[config.mk]
export PLATFORM = sky130hd
export DESIGN_NAME = col_spacing_sched
export DESIGN_NICKNAME = d
export VERILOG_FILES = /design/src/rtl/colsp_pkg.sv /design/src/rtl/colsp_hist.sv /design/src/rtl/colsp_rule.sv /design/src/rtl/colsp_pace.sv /design/src/rtl/col_spacing_sched.sv
export SDC_FILE = /design/constraint.sdc
export NUM_CORES = 1
export LEC_CHECK = 0
export BUFFER_PORTS_ARGS = -buffer_cell sky130_fd_sc_hd__buf_2
export CAP_MARGIN = 20
export CORE_UTILIZATION = 50
export DETAILED_ROUTE_END_ITERATION = 16
export PLACE_DENSITY = 0.76
export SYNTH_ARGS = -nofsm -noshare
export SYNTH_HDL_FRONTEND = slang
export SYNTH_SLANG_ARGS = --single-unit
export TNS_END_PERCENT = 1
[constraint.sdc]
create_clock -name clk -period 9 [get_ports clk]
set_input_delay 0.9 -clock clk [delete_from_list [all_inputs] [get_ports clk]]
set_output_delay 0.9 -clock clk [all_outputs]
set_load 0.02 [all_outputs]
[src/rtl/colsp_pkg.sv]
package colsp_pkg;

  typedef enum logic [1:0] {
    CLS_NOP = 2'd0,
    CLS_RD  = 2'd1,
    CLS_WR  = 2'd2
  } cls_e;

  // Fold the operation code onto the spacing class it behaves like.
  function automatic cls_e colsp_classify(input logic [2:0] op);
    case (op)
      3'd1, 3'd5: return CLS_RD;
      3'd2, 3'd6: return CLS_WR;
      default:    return CLS_NOP;
    endcase
  endfunction

endpackage

[src/rtl/colsp_hist.sv]
module colsp_hist
  import colsp_pkg::*;
#(
  parameter int DEV_W = 2,
  localparam int NDEV = 1 << DEV_W
) (
  input  logic             clk,
  input  logic             rst_n,
  input  logic             push,
  input  cls_e             push_cls,
  input  logic [DEV_W-1:0] push_dev,
  input  logic             retire_all,
  output cls_e             a_cls,
  output logic [DEV_W-1:0] a_dev,
  output logic             a_dirty,
  output cls_e             b_cls,
  output logic [DEV_W-1:0] b_dev,
  output logic [NDEV-1:0]  dirty_vec
);

  logic b_dirty;

  // Two-deep history: b is the newest issued command, a the one before.
  always_ff @(posedge clk) begin
    if (!rst_n) begin
      a_cls   <= CLS_NOP;
      a_dev   <= '0;
      a_dirty <= 1'b0;
      b_cls   <= CLS_NOP;
      b_dev   <= '0;
      b_dirty <= 1'b0;
    end else if (push) begin
      a_cls   <= b_cls;
      a_dev   <= b_dev;
      a_dirty <= b_dirty;
      b_cls   <= push_cls;
      b_dev   <= push_dev;
      b_dirty <= dirty_vec[push_dev];
    end
  end

  // One unretired-write mark per device.
  for (genvar d = 0; d < NDEV; d++) begin : g_wbuf
    always_ff @(posedge clk) begin
      if (!rst_n)
        dirty_vec[d] <= 1'b0;
      else if (retire_all)
        dirty_vec[d] <= 1'b0;
      else if (push && push_dev == DEV_W'(d))
        dirty_vec[d] <= (push_cls == CLS_WR);
    end
  end

endmodule

[src/rtl/colsp_rule.sv]
module colsp_rule
  import colsp_pkg::*;
#(
  parameter int DEV_W = 2,
  parameter int TW    = 6,
  localparam int EW   = TW + 2
) (
  input  cls_e             c_cls,
  input  logic [DEV_W-1:0] c_dev,
  input  cls_e             a_cls,
  input  logic [DEV_W-1:0] a_dev,
  input  logic             a_dirty,
  input  cls_e             b_cls,
  input  logic [DEV_W-1:0] b_dev,
  input  logic [TW-1:0]    t_cc,
  input  logic [TW-1:0]    t_cac,
  input  logic [TW-1:0]    t_cwd,
  output logic             hazard,
  output logic [EW-1:0]    need
);

  logic same_bc, same_ab, a_blocks;

  always_comb begin
    same_bc  = (b_dev == c_dev);
    same_ab  = (a_dev == b_dev);
    // Oldest command leaves the middle write unretired.
    a_blocks = (a_cls == CLS_WR) || (a_cls == CLS_RD && a_dirty);
    hazard   = (c_cls == CLS_RD) && (b_cls == CLS_WR) && same_bc && same_ab && a_blocks;

    need = EW'(t_cc);
    if (b_cls == CLS_RD && c_cls == CLS_WR && t_cac > t_cwd)
      need = EW'(t_cc) + EW'(t_cac - t_cwd);
  end

endmodule

[src/rtl/colsp_pace.sv]
module colsp_pace #(
  parameter int TW  = 6,
  localparam int EW = TW + 2
) (
  input  logic          clk,
  input  logic          rst_n,
  input  logic          issue,
  input  logic          idle_ins,
  output logic [EW-1:0] elapsed,
  output logic [EW-1:0] since_nop,
  output logic          nop_done
);

  localparam logic [EW-1:0] SAT = '1;

  // Cycles since the last issued command, saturating.
  always_ff @(posedge clk) begin
    if (!rst_n)               elapsed <= SAT;
    else if (issue)           elapsed <= EW'(1);
    else if (elapsed != SAT)  elapsed <= elapsed + EW'(1);
  end

  // Cycles since the last inserted no-op, saturating.
  always_ff @(posedge clk) begin
    if (!rst_n)                 since_nop <= SAT;
    else if (idle_ins)          since_nop <= EW'(1);
    else if (since_nop != SAT)  since_nop <= since_nop + EW'(1);
  end

  always_ff @(posedge clk) begin
    if (!rst_n)        nop_done <= 1'b0;
    else if (issue)    nop_done <= 1'b0;
    else if (idle_ins) nop_done <= 1'b1;
  end

endmodule

[src/rtl/col_spacing_sched.sv]
module col_spacing_sched
  import colsp_pkg::*;
#(
  parameter int TW    = 6,
  parameter int DEV_W = 2,
  localparam int EW   = TW + 2,
  localparam int NDEV = 1 << DEV_W
) (
  input  logic             clk,
  input  logic             rst_n,
  input  logic [TW-1:0]    t_cc,
  input  logic [TW-1:0]    t_cac,
  input  logic [TW-1:0]    t_cwd,
  input  logic [TW-1:0]    t_rtr,
  input  logic             cmd_valid,
  output logic             cmd_ready,
  input  logic [2:0]       cmd_op,
  input  logic [DEV_W-1:0] cmd_dev,
  output logic             issue,
  output logic             idle_ins
);

  cls_e             c_cls, a_cls, b_cls;
  logic [DEV_W-1:0] a_dev, b_dev;
  logic             a_dirty, hazard, nop_done;
  logic [EW-1:0]    need, elapsed, since_nop;
  logic [NDEV-1:0]  wbuf_dirty;

  assign c_cls = colsp_classify(cmd_op);

  colsp_hist #(.DEV_W(DEV_W)) u_hist (
    .clk        (clk),
    .rst_n      (rst_n),
    .push       (issue),
    .push_cls   (c_cls),
    .push_dev   (cmd_dev),
    .retire_all (idle_ins),
    .a_cls      (a_cls),
    .a_dev      (a_dev),
    .a_dirty    (a_dirty),
    .b_cls      (b_cls),
    .b_dev      (b_dev),
    .dirty_vec  (wbuf_dirty)
  );

  colsp_rule #(.DEV_W(DEV_W), .TW(TW)) u_rule (
    .c_cls   (c_cls),
    .c_dev   (cmd_dev),
    .a_cls   (a_cls),
    .a_dev   (a_dev),
    .a_dirty (a_dirty),
    .b_cls   (b_cls),
    .b_dev   (b_dev),
    .t_cc    (t_cc),
    .t_cac   (t_cac),
    .t_cwd   (t_cwd),
    .hazard  (hazard),
    .need    (need)
  );

  colsp_pace #(.TW(TW)) u_pace (
    .clk       (clk),
    .rst_n     (rst_n),
    .issue     (issue),
    .idle_ins  (idle_ins),
    .elapsed   (elapsed),
    .since_nop (since_nop),
    .nop_done  (nop_done)
  );

  always_comb begin
    if (hazard)
      cmd_ready = nop_done && (elapsed >= EW'(t_rtr)) && (since_nop >= EW'(t_cc));
    else
      cmd_ready = (elapsed >= need);
    idle_ins = cmd_valid && hazard && !nop_done && (elapsed >= EW'(t_cc));
    issue    = cmd_valid && cmd_ready;
  end

endmodule

Word-level counts from Yosys, hierarchy flattened

Cells that the tools add are included.

Logic and storage cells: 78
Input port bits: 32
Flip-flop bits (word level): 31

Equal/unequal tests: 17
Magnitude comparators: 6
Muxes and demuxes: 9
Reductions and logical operators: 26
Bitwise operators: 1
$add $sub $neg: 4

Operators with widths:

| cell                                                                 | count |
|---|---|
| 8-bit two-way mux                                                    | 5 |
| 8-bit by 6-bit >= comparator with 1-bit output                       | 3 |
| 1-bit logical AND                                                    | 17 |
| 8-bit by 1-bit adder with 8-bit output, second input constant        | 2 |
| 8-bit != test, second input constant                                 | 2 |
| 2-bit == test, second input constant                                 | 5 |
| 6-bit by 8-bit adder with 8-bit output                               | 1 |
| 2-bit by 1-bit == test with 1-bit output, second input constant      | 4 |
| 8-bit >= comparator                                                  | 1 |
| 2-bit OR reduction                                                   | 4 |
| 6-bit by 6-bit subtractor with 7-bit output                          | 1 |
| 3-bit == test, second input constant                                 | 2 |
| 6-bit > comparator                                                   | 1 |
| 2-bit == test                                                        | 2 |
| 2-bit case mux with 2 select lines                                   | 1 |
| 2-bit nonzero test                                                   | 2 |
| 3-bit by 1-bit == test with 1-bit output, second input constant      | 1 |
| 3-bit by 2-bit == test with 1-bit output, second input constant      | 1 |
| 2-bit by 3-bit < comparator with 1-bit output, second input constant | 1 |
| 1-bit binary-select mux with 2-bit select                            | 1 |
| 2-bit zero test                                                      | 1 |
| 1-bit two-way mux                                                    | 2 |
| 1-bit zero test                                                      | 1 |
| 1-bit logical OR                                                     | 1 |
| 1-bit inverter                                                       | 1 |

Longest topological paths before layout

Gate-level depths: netlist of the first run.

Word-level depth: 12
Depth in mapped cells: 23
Mapped depth without buffers: 21

Hierarchy

Synthesis of the first run repeated with hierarchy kept, for this count alone.

Cells, all modules: 323
Area total of the unflattened synthesis: 2760.1 sq um

Modules (own cells, without submodules):

| module            | area an instance (sq um) | instances | seq. area each (sq um) | cells each |
|---|---|---|---|---|
| colsp_pace        | 865.8                    | 1         | 340.3                  | 100 |
| col_spacing_sched | 670.6                    | 1         | 0.0                    | 91 |
| colsp_rule        | 651.9                    | 1         | 0.0                    | 80 |
| colsp_hist        | 571.8                    | 1         | 280.3                  | 52 |

Least setup slack after synthesis of the first run

No wires, ideal clock.

Path kind: input port to output port
Start point: input port t_cac[0]
End point: output port issue
Slack: 3.886 ns
Arrival time: 4.214 ns
Stages: 20
Path buffers: 2
Data required time: 8.100 ns
Path through: inv_1 > ha_1 > inv_1 > fa_1 > ha_1 > a21o_1 > a21oi_1 > o21ai_0 > a21oi_1 > xnor2_1 > mux2i_1 > ha_1 > a21o_1 > a21o_1 > a21oi_1 > nand3_1 > o211ai_2 > buf_6 > inv_2 > buf_6

Word-level cells in the longest chain between the ends: 6
Elaborated cells on any way between the ends: 8
Classes of those cells: add/sub (2); order compare (2); mux (2); reduce/logical (2)

RTL lines:

| element                                                                                  | RTL line                           | RTL |
|---|---|---|
| start, declared                                                                          | col_spacing_sched.sv:12            | `input logic [TW-1:0] t_cac,` |
| 6-bit by 6-bit subtractor with 7-bit output / 6-bit > comparator (equally long branches) | colsp_rule.sv:33, colsp_rule.sv:32 |  |
| 6-bit by 8-bit adder with 8-bit output / 1-bit logical AND (equally long branches)       | colsp_rule.sv:33, colsp_rule.sv:32 |  |
| 8-bit two-way mux (*)                                                                    | colsp_rule.sv:32                   | `if (b_cls == CLS_RD && c_cls == CLS_WR && t_cac > t_cwd)` |
| 8-bit >= comparator (*)                                                                  | col_spacing_sched.sv:75            | `cmd_ready = (elapsed >= need);` |
| 1-bit two-way mux (*)                                                                    | col_spacing_sched.sv:72            | `if (hazard)` |
| 1-bit logical AND (*)                                                                    | col_spacing_sched.sv:77            | `issue = cmd_valid && cmd_ready;` |
| end, declared                                                                            | col_spacing_sched.sv:19            | `output logic issue,` |

Every way passes the cells marked *; elsewhere a longest branch is shown, timed or not.

Worst setup path after layout of the first run

Same ends and word-level chain as after synthesis.

==> results of run 1 <==
## Yosys cell counts (all sizes together)
master	count
fa	2
nand2	23
xor2	6
a2111o	2
and3b	1
a311oi	1
mux4	1
nand2b	3
o2111ai	3
a21boi	2
ha	40
nand3b	8
dfxtp	31
nor4bb	1
nand4	8
and4	1
xnor2	8
nand4bb	1
o21ai	29
o21bai	1
clkbuf	6
a21o	5
a2111oi	1
inv	30
mux2i	21
mux2	3
nor3	3
o221ai	1
o211a	2
nand3	12
nor2b	4
a211oi	2
o21a	3
a31oi	5
o31ai	2
o211ai	3
a21oi	9
and3	7
buf	3
nor2	13
## critical path, cell delays in order
cell	delay (ns)
buf_2	0.10
inv_1	0.04
ha_1	0.16
inv_1	0.05
fa_1	0.47
ha_1	0.29
a21o_1	0.19
a21oi_1	0.22
o21ai_0	0.11
a21oi_1	0.22
xnor2_1	0.14
mux2i_1	0.09
ha_1	0.31
a21o_1	0.16
a21o_1	0.16
a21oi_1	0.40
nand3_1	0.20
o211ai_2	0.33
inv_2	0.26
buf_2	0.23
## power by group
group / total, mW / leakage [nW] / switching [mW] / internal, mW
registers: 0.195 / 0.255 / 0.0347 / 0.160
clock network: 0.107 / 0.0412 / 0.0528 / 0.0539
logic: 0.217 / 1.09 / 0.113 / 0.104
total: 0.518 / 1.39 / 0.200 / 0.318
## area by class of cell
cell class / count / area [µm²] / share of cell area [%]
multi-input cells: 237 / 1837 / 63.25
flip-flops and latches: 31 / 620.6 / 21.37
repair buffers: 33 / 165.2 / 5.687
inverters: 30 / 112.6 / 3.878
well taps: 67 / 83.83 / 2.887
clock buffers: 6 / 72.57 / 2.499
clock inverters: 2 / 12.51 / 0.4308
## routing by layer
metal,vias up,global-route usage (%)
met3,11,4.336
met1,1084,29.81
met2,55,37.34
li1,1177,-
met4,0,5.870
met5,-,0
## cells by family (layout without fill, tap and decap cells)
logic type	Yosys count	count (layout)	share of synthesized area (%)
mux	25	25	10.17
buf+inv	39	71	6.208
xor+xnor	14	14	4.680
fa+ha+maj	42	42	20.63
simple gates	85	85	17.05
compound gates	71	71	17.57
flops	31	31	23.69
## sequential cells by signal (all words and copies together) (netlist names)
register          flops
u_hist.b_dirty        1
u_pace.nop_done       1
u_pace.since_nop      8
u_pace.elapsed        8
u_hist.dirty_vec      4
u_hist.a_cls          2
u_hist.b_dev          2
u_hist.a_dev          2
u_hist.b_cls          2
u_hist.a_dirty        1
## worst paths after layout
check / startpoint / to
max: t_cac[0] / issue
min: u_hist.a_dirty / u_hist.a_dirty
max reg2reg: u_hist.b_cls[1] / u_pace.elapsed[2]
min reg2reg: u_hist.a_dirty / u_hist.a_dirty
==> results.txt, run 1 <==
Clock Latency Late Sink: 0.28 ns
Starting Density: 53.69%
Post-Syn Nets: 381
Hold-fix buffers, CTS: 0
Pre-CTS worst setup slack: 3.064 ns
Distinct cells, synth: 46
DP Area: 2819 µm²
Hold slack: 0.4733 ns
Maximum VDD drop: 0.1271 mV
H-Tree Depth: 2
Critical path type: input port to output pin
Synth Area per Inst: 8.534 µm²
CTS Buffer Depth: 2
Commonest non-fill, non-tap cell in the layout: ha_1
HPWL after detailed placement: 4.347 mm
R2R depth: 12
Final period util: 66.34%
Setup slack, reg-to-reg: 5.00 ns
Fillcell total: 440
DRT Pass-1 Iters: 5
Antenna viol nets, final: 0
Share of cells above drive strength 1: 14.16%
CTS sink count: 31
Dominant cells by area after synthesis: dfxtp_1, ha_1, mux2i_1
Reg clk slew, reported paths: 0.07 ns
RSZ-0062 raised after global routing: false
ANT cells: 0
Minimum clock period: 5.970 ns
Hold path depth: 2
CP endpoint kind: output pin
Status: finished, final reports clean
GRT Overall Usage: 22.47%
Top sig layer: met4
DRT met1 WL: 2.622 mm
Vias: 2,327
DRC: 0
Final WS setup: 3.030 ns
Layout Nets: 412
Metal2 WL: 2.641 mm
Antenna violations before repair: 0
Vias in the first global route: 2,152
Post-synthesis sequential area ratio: 23.69%
HP Class: register to register
Most frequent cells in the layout: ha_1, buf_2, dfxtp_1, inv_1, nand2_1
Mapped Cells: 307
Global-route wire length before repair: 9.535 mm
Startpoint types: input port
Clock Tree Root: clkbuf_8
Die width: 74.39 µm
Placed Instances: 398
Endpoints failing setup: 0
Total negative setup slack: 0 ns
Final Instance Area: 2904 µm²
DR vias/cell: 5.732
Final core area utilization: 59.51%
Synthesis-to-finish area growth: 10.84%
Ports: 35
Met3 wire len: 253 µm
Non-filler cells, final: 406
Final wirelength: 5.583 mm
Share of the synthesized area in the top cell type: 23.69%
CORE AREA: 4880 µm²
Row count: 25
Final Hold Vio Count: 0
Slew @ Worst Pin: 0.8751 ns
Die height: 74.39 µm
Worst Path Max Fanout: 11
LEAKAGE: 1.388 nW
Power Density: 178.5 nW/µm²
Avg WL per Cell: 13.75 µm
Crit path required time: 8.10 ns
Final Skew: 0.006217 ns
Die Area: 5534 µm²
Placer Congestion: 0.8072
PnR Total Power: 0.5183 mW
Highest attainable clock frequency: 0.1675 GHz
Max-cap violations: 0
Post-synthesis cell area: 2620 µm²
Largest net degree at the start of global routing: 37
CTS tree: yes
Total CTS buffers: 5
Arr. time, crit path: 5.07 ns
Relative slew slack: 41.66%
FF+latch count, synth: 31
Max Slew Vio Count: 0
Post-CTS Setup Inserts: 0
Drt first-iter violations: 81
Synth area leader: dfxtp_1
Gr ovfl total: 0
Port bufs: 33
Post-CTS sizing: 0
Synth Warn #: 0
(Power assumes the default switching activity.)
==> inputs of run 2 (changes only) <==
--- a/config.mk
+++ b/config.mk
@@ -5,11 +5,12 @@
 export SDC_FILE = /design/constraint.sdc
 export NUM_CORES = 1
 export LEC_CHECK = 0
+export ABC_AREA = 1
 export BUFFER_PORTS_ARGS = -buffer_cell sky130_fd_sc_hd__buf_2
 export CAP_MARGIN = 20
 export CORE_UTILIZATION = 50
 export DETAILED_ROUTE_END_ITERATION = 16
-export PLACE_DENSITY = 0.76
+export PLACE_DENSITY = 0.78
 export SYNTH_ARGS = -nofsm -noshare
 export SYNTH_HDL_FRONTEND = slang
 export SYNTH_SLANG_ARGS = --single-unit
==> constraint.sdc (replaced) <==
create_clock -name clk -period 4.8 [get_ports clk]
set_input_delay 0.48 -clock clk [delete_from_list [all_inputs] [get_ports clk]]
set_output_delay 0.48 -clock clk [all_outputs]
set_load 0.02 [all_outputs]
==> run 2 against run 1 <==
- cell count increased by 28%
- first-iteration DRC count is 73% higher
- worst setup slack got worse by 2.7 ns
- power is 120% higher
- core utilization fell by 0.24 points
- critical endpoint is now cmd_ready
- largest cell class unchanged
- largest power group unchanged
- highest routed layer unchanged
==> results.txt, run 2 <==
GRT Overall Usage: 21.15%
Hold path depth: 2
Slowest-stage cell, CP: fa_1
Crit path top cell by count: nand2_1
Hold endpoint: u_hist.a_cls[1]
CTS Buffer Depth: 2
Dominant cells by area after synthesis: dfxtp_1, ha_1, nand2_1
Top-count cell post-synth: nand2_1
Starting Density: 52.91%
Vias in the first global route: 2,417
Synthesis-to-finish area growth: 12.01%
Share of cells above drive strength 1: 12.03%
Slew @ Worst Pin: 0.4360 ns
Max Slew Vio Count: 0
Worst Path Max Fanout: 6
CORE AREA: 5238 µm²
Largest family of logic cells by synthesized area: simple AND/OR/NAND/NOR gates
Endpoints failing setup: 0
Maximum VDD drop: 0.3481 mV
Die Area: 5845 µm²
Max-cap violations: 0
Antenna viol nets, final: 0
Final period util: 93.08%
DR vias/cell: 5.066
Port bufs: 33
R2R depth: 16
Total CTS buffers: 5
Hold Path Origin: u_hist.a_cls[1]
Clock Latency Late Sink: 0.29 ns
Row count: 26
RR Startpoint: u_hist.b_cls[1]
CP peak stage delay: 0.50 ns
Critical path type: input port to output pin
Synth Warn #: 0
Mapped Cells: 412
Hold slack: 0.4651 ns
Layout Nets: 522
Ports: 35
CTS tree: yes
Share of the synthesized area in the top cell type: 22.39%
Mux share of post-synthesis cell area: 0%
Avg WL per Cell: 11.08 µm
Post-synthesis sequential area ratio: 22.39%
H-Tree Depth: 2
Worst r2r dst: u_hist.b_dev[1]
Startpoint types: input port
Global-route wire length before repair: 10.09 mm
Antenna violations before repair: 0
Clock Tree Root: clkbuf_8
Asr flop ratio synth: 0%
Vias: 2,629
Die height: 76.45 µm
Most frequent cells in the layout: nand2_1, inv_1, ha_1, buf_2, dfxtp_1
CTS sink count: 31
Drt first-iter violations: 140
Largest net degree at the start of global routing: 21
Most frequent cells after synthesis: nand2_1, inv_1, ha_1
Status: finished, final reports clean
Synth Area in Simple Gates: 28.49%
Commonest non-fill, non-tap cell in the layout: nand2_1
RSZ-0062 raised after global routing: false
Highest attainable clock frequency: 0.2238 GHz
Post-CTS sizing: 0
HP Class: register to register
Placer Congestion: 0.8261
DRC: 0
Setup slack, reg-to-reg: 1.86 ns
Die width: 76.45 µm
Distinct cells, synth: 31
Power Density: 365.7 nW/µm²
Hold-fix buffers, CTS: 0
LEAKAGE: 1.620 nW
Synth Area in Compound Gates: 13.14%
Xor/xnor cell area share of the yosys netlist: 5.688%
Post-synthesis cell area: 2771 µm²
Final core area utilization: 59.27%
Final Hold Vio Count: 0
Post-Syn Nets: 486
EDFF count, synth: 0
CP Cell Sequence: buf_2 > inv_1 > ha_1 > inv_1 > fa_1 > inv_1 > fa_1 > o21ai_0 > nand2_1 > nand2_1 > a21oi_1 > xor2_1 > or2_2 > ha_1 > nand2_1 > o21a_1 > nand2_1 > nor2_1 > nand2_2 > and2_1 > buf_2
Minimum clock period: 4.468 ns
Gr ovfl total: 0
DRT Pass-1 Iters: 4
Reg clk slew, reported paths: 0.06 ns
Synth area leader: dfxtp_1
Arr. time, crit path: 3.99 ns
Final wirelength: 5.753 mm
Crit path required time: 4.32 ns
Synth Area per Inst: 6.727 µm²
Relative slew slack: 70.83%
Post-CTS Setup Inserts: 0
Biggest regs: u_pace.elapsed (8), u_pace.since_nop (8), u_hist.dirty_vec (4)
Synth Flop Type: dfxtp_1
CP endpoint kind: output pin
PnR Total Power: 1.135 mW
HPWL after detailed placement: 4.636 mm
Final Skew: 0.009054 ns
Total negative setup slack: 0 ns
FF+latch count, synth: 31
ANT cells: 0
Synth Area in Adders: 19.50%
-- run 2: through the flow --
| step | setup WS, ns | area, µm² | std cells |
|---|---|---|---|
| floorplan | 0.7430 | 2771 | 412 |
| finish | 0.3322 | 3104 | 519 |
| global route | 0.04347 | 3104 | 519 |
| detailed placement | 0.3187 | 2987 | 511 |
| CTS | 0.3118 | 3104 | 519 |
| global placement | 0.3591 | 2987 | 511 |
-- run 2: report_power, final --
| group | switching, mW | leakage (nW) | internal, mW |
|---|---|---|---|
| Sequential | 0.0644 | 0.256 | 0.307 |
| Combinational | 0.291 | 1.30 | 0.209 |
| Clock | 0.0967 | 0.0612 | 0.168 |
-- run 2: worst max-delay path by stage --
stage | start | to | depth (start not counted)
2_1_floorplan | t_cac[0] | issue | 21
3_3_place_gp | t_cac[0] | cmd_ready | 21
3_5_place_dp | t_cac[0] | cmd_ready | 21
4_1_cts | t_cac[0] | cmd_ready | 21
5_1_grt | t_cac[0] | cmd_ready | 21
6_report | t_cac[0] | cmd_ready | 21
-- run 2: worst max-delay path, delay by kind of cell --
kind / cells / cell delay (ns)
adder cells (fa/ha/maj): 4 / 1.32
buffers and inverters: 5 / 0.41
AO/OA/AOI/OAI: 3 / 0.53
XOR/XNOR: 1 / 0.15
AND/OR/NAND/NOR: 8 / 1.09
-- run 2: area by class of cell --
| type | count | area [µm²] |
|---|---|---|
| fillers | 504 | 2133 |
| multi-input cells | 310 | 1852 |
| flip-flops and latches | 31 | 620.6 |
| inverters | 65 | 246.5 |
| repair buffers | 35 | 180.2 |
| well taps | 70 | 87.58 |
| clock buffers | 6 | 82.58 |
| clock inverters | 2 | 35.03 |
-- run 2: cells by family (layout without fill, tap and decap cells) --
group	after synthesis	in the layout
adders and majority gates	42	42
AOI/OAI and AO/OA	69	69
xor gates and xnor gates	18	18
DFF	31	31
buffers and inverters	71	108
and+or+nand+nor	181	181
-- run 2: metal layers --
layer  part of all wire, %  track usage (%)  routed length (µm)
met5                     0                0                   0
met3                   3.2            3.832                 184
met2                    48            37.39                2787
met4                  0.87            6.154                  50
met1                    47            25.99                2731
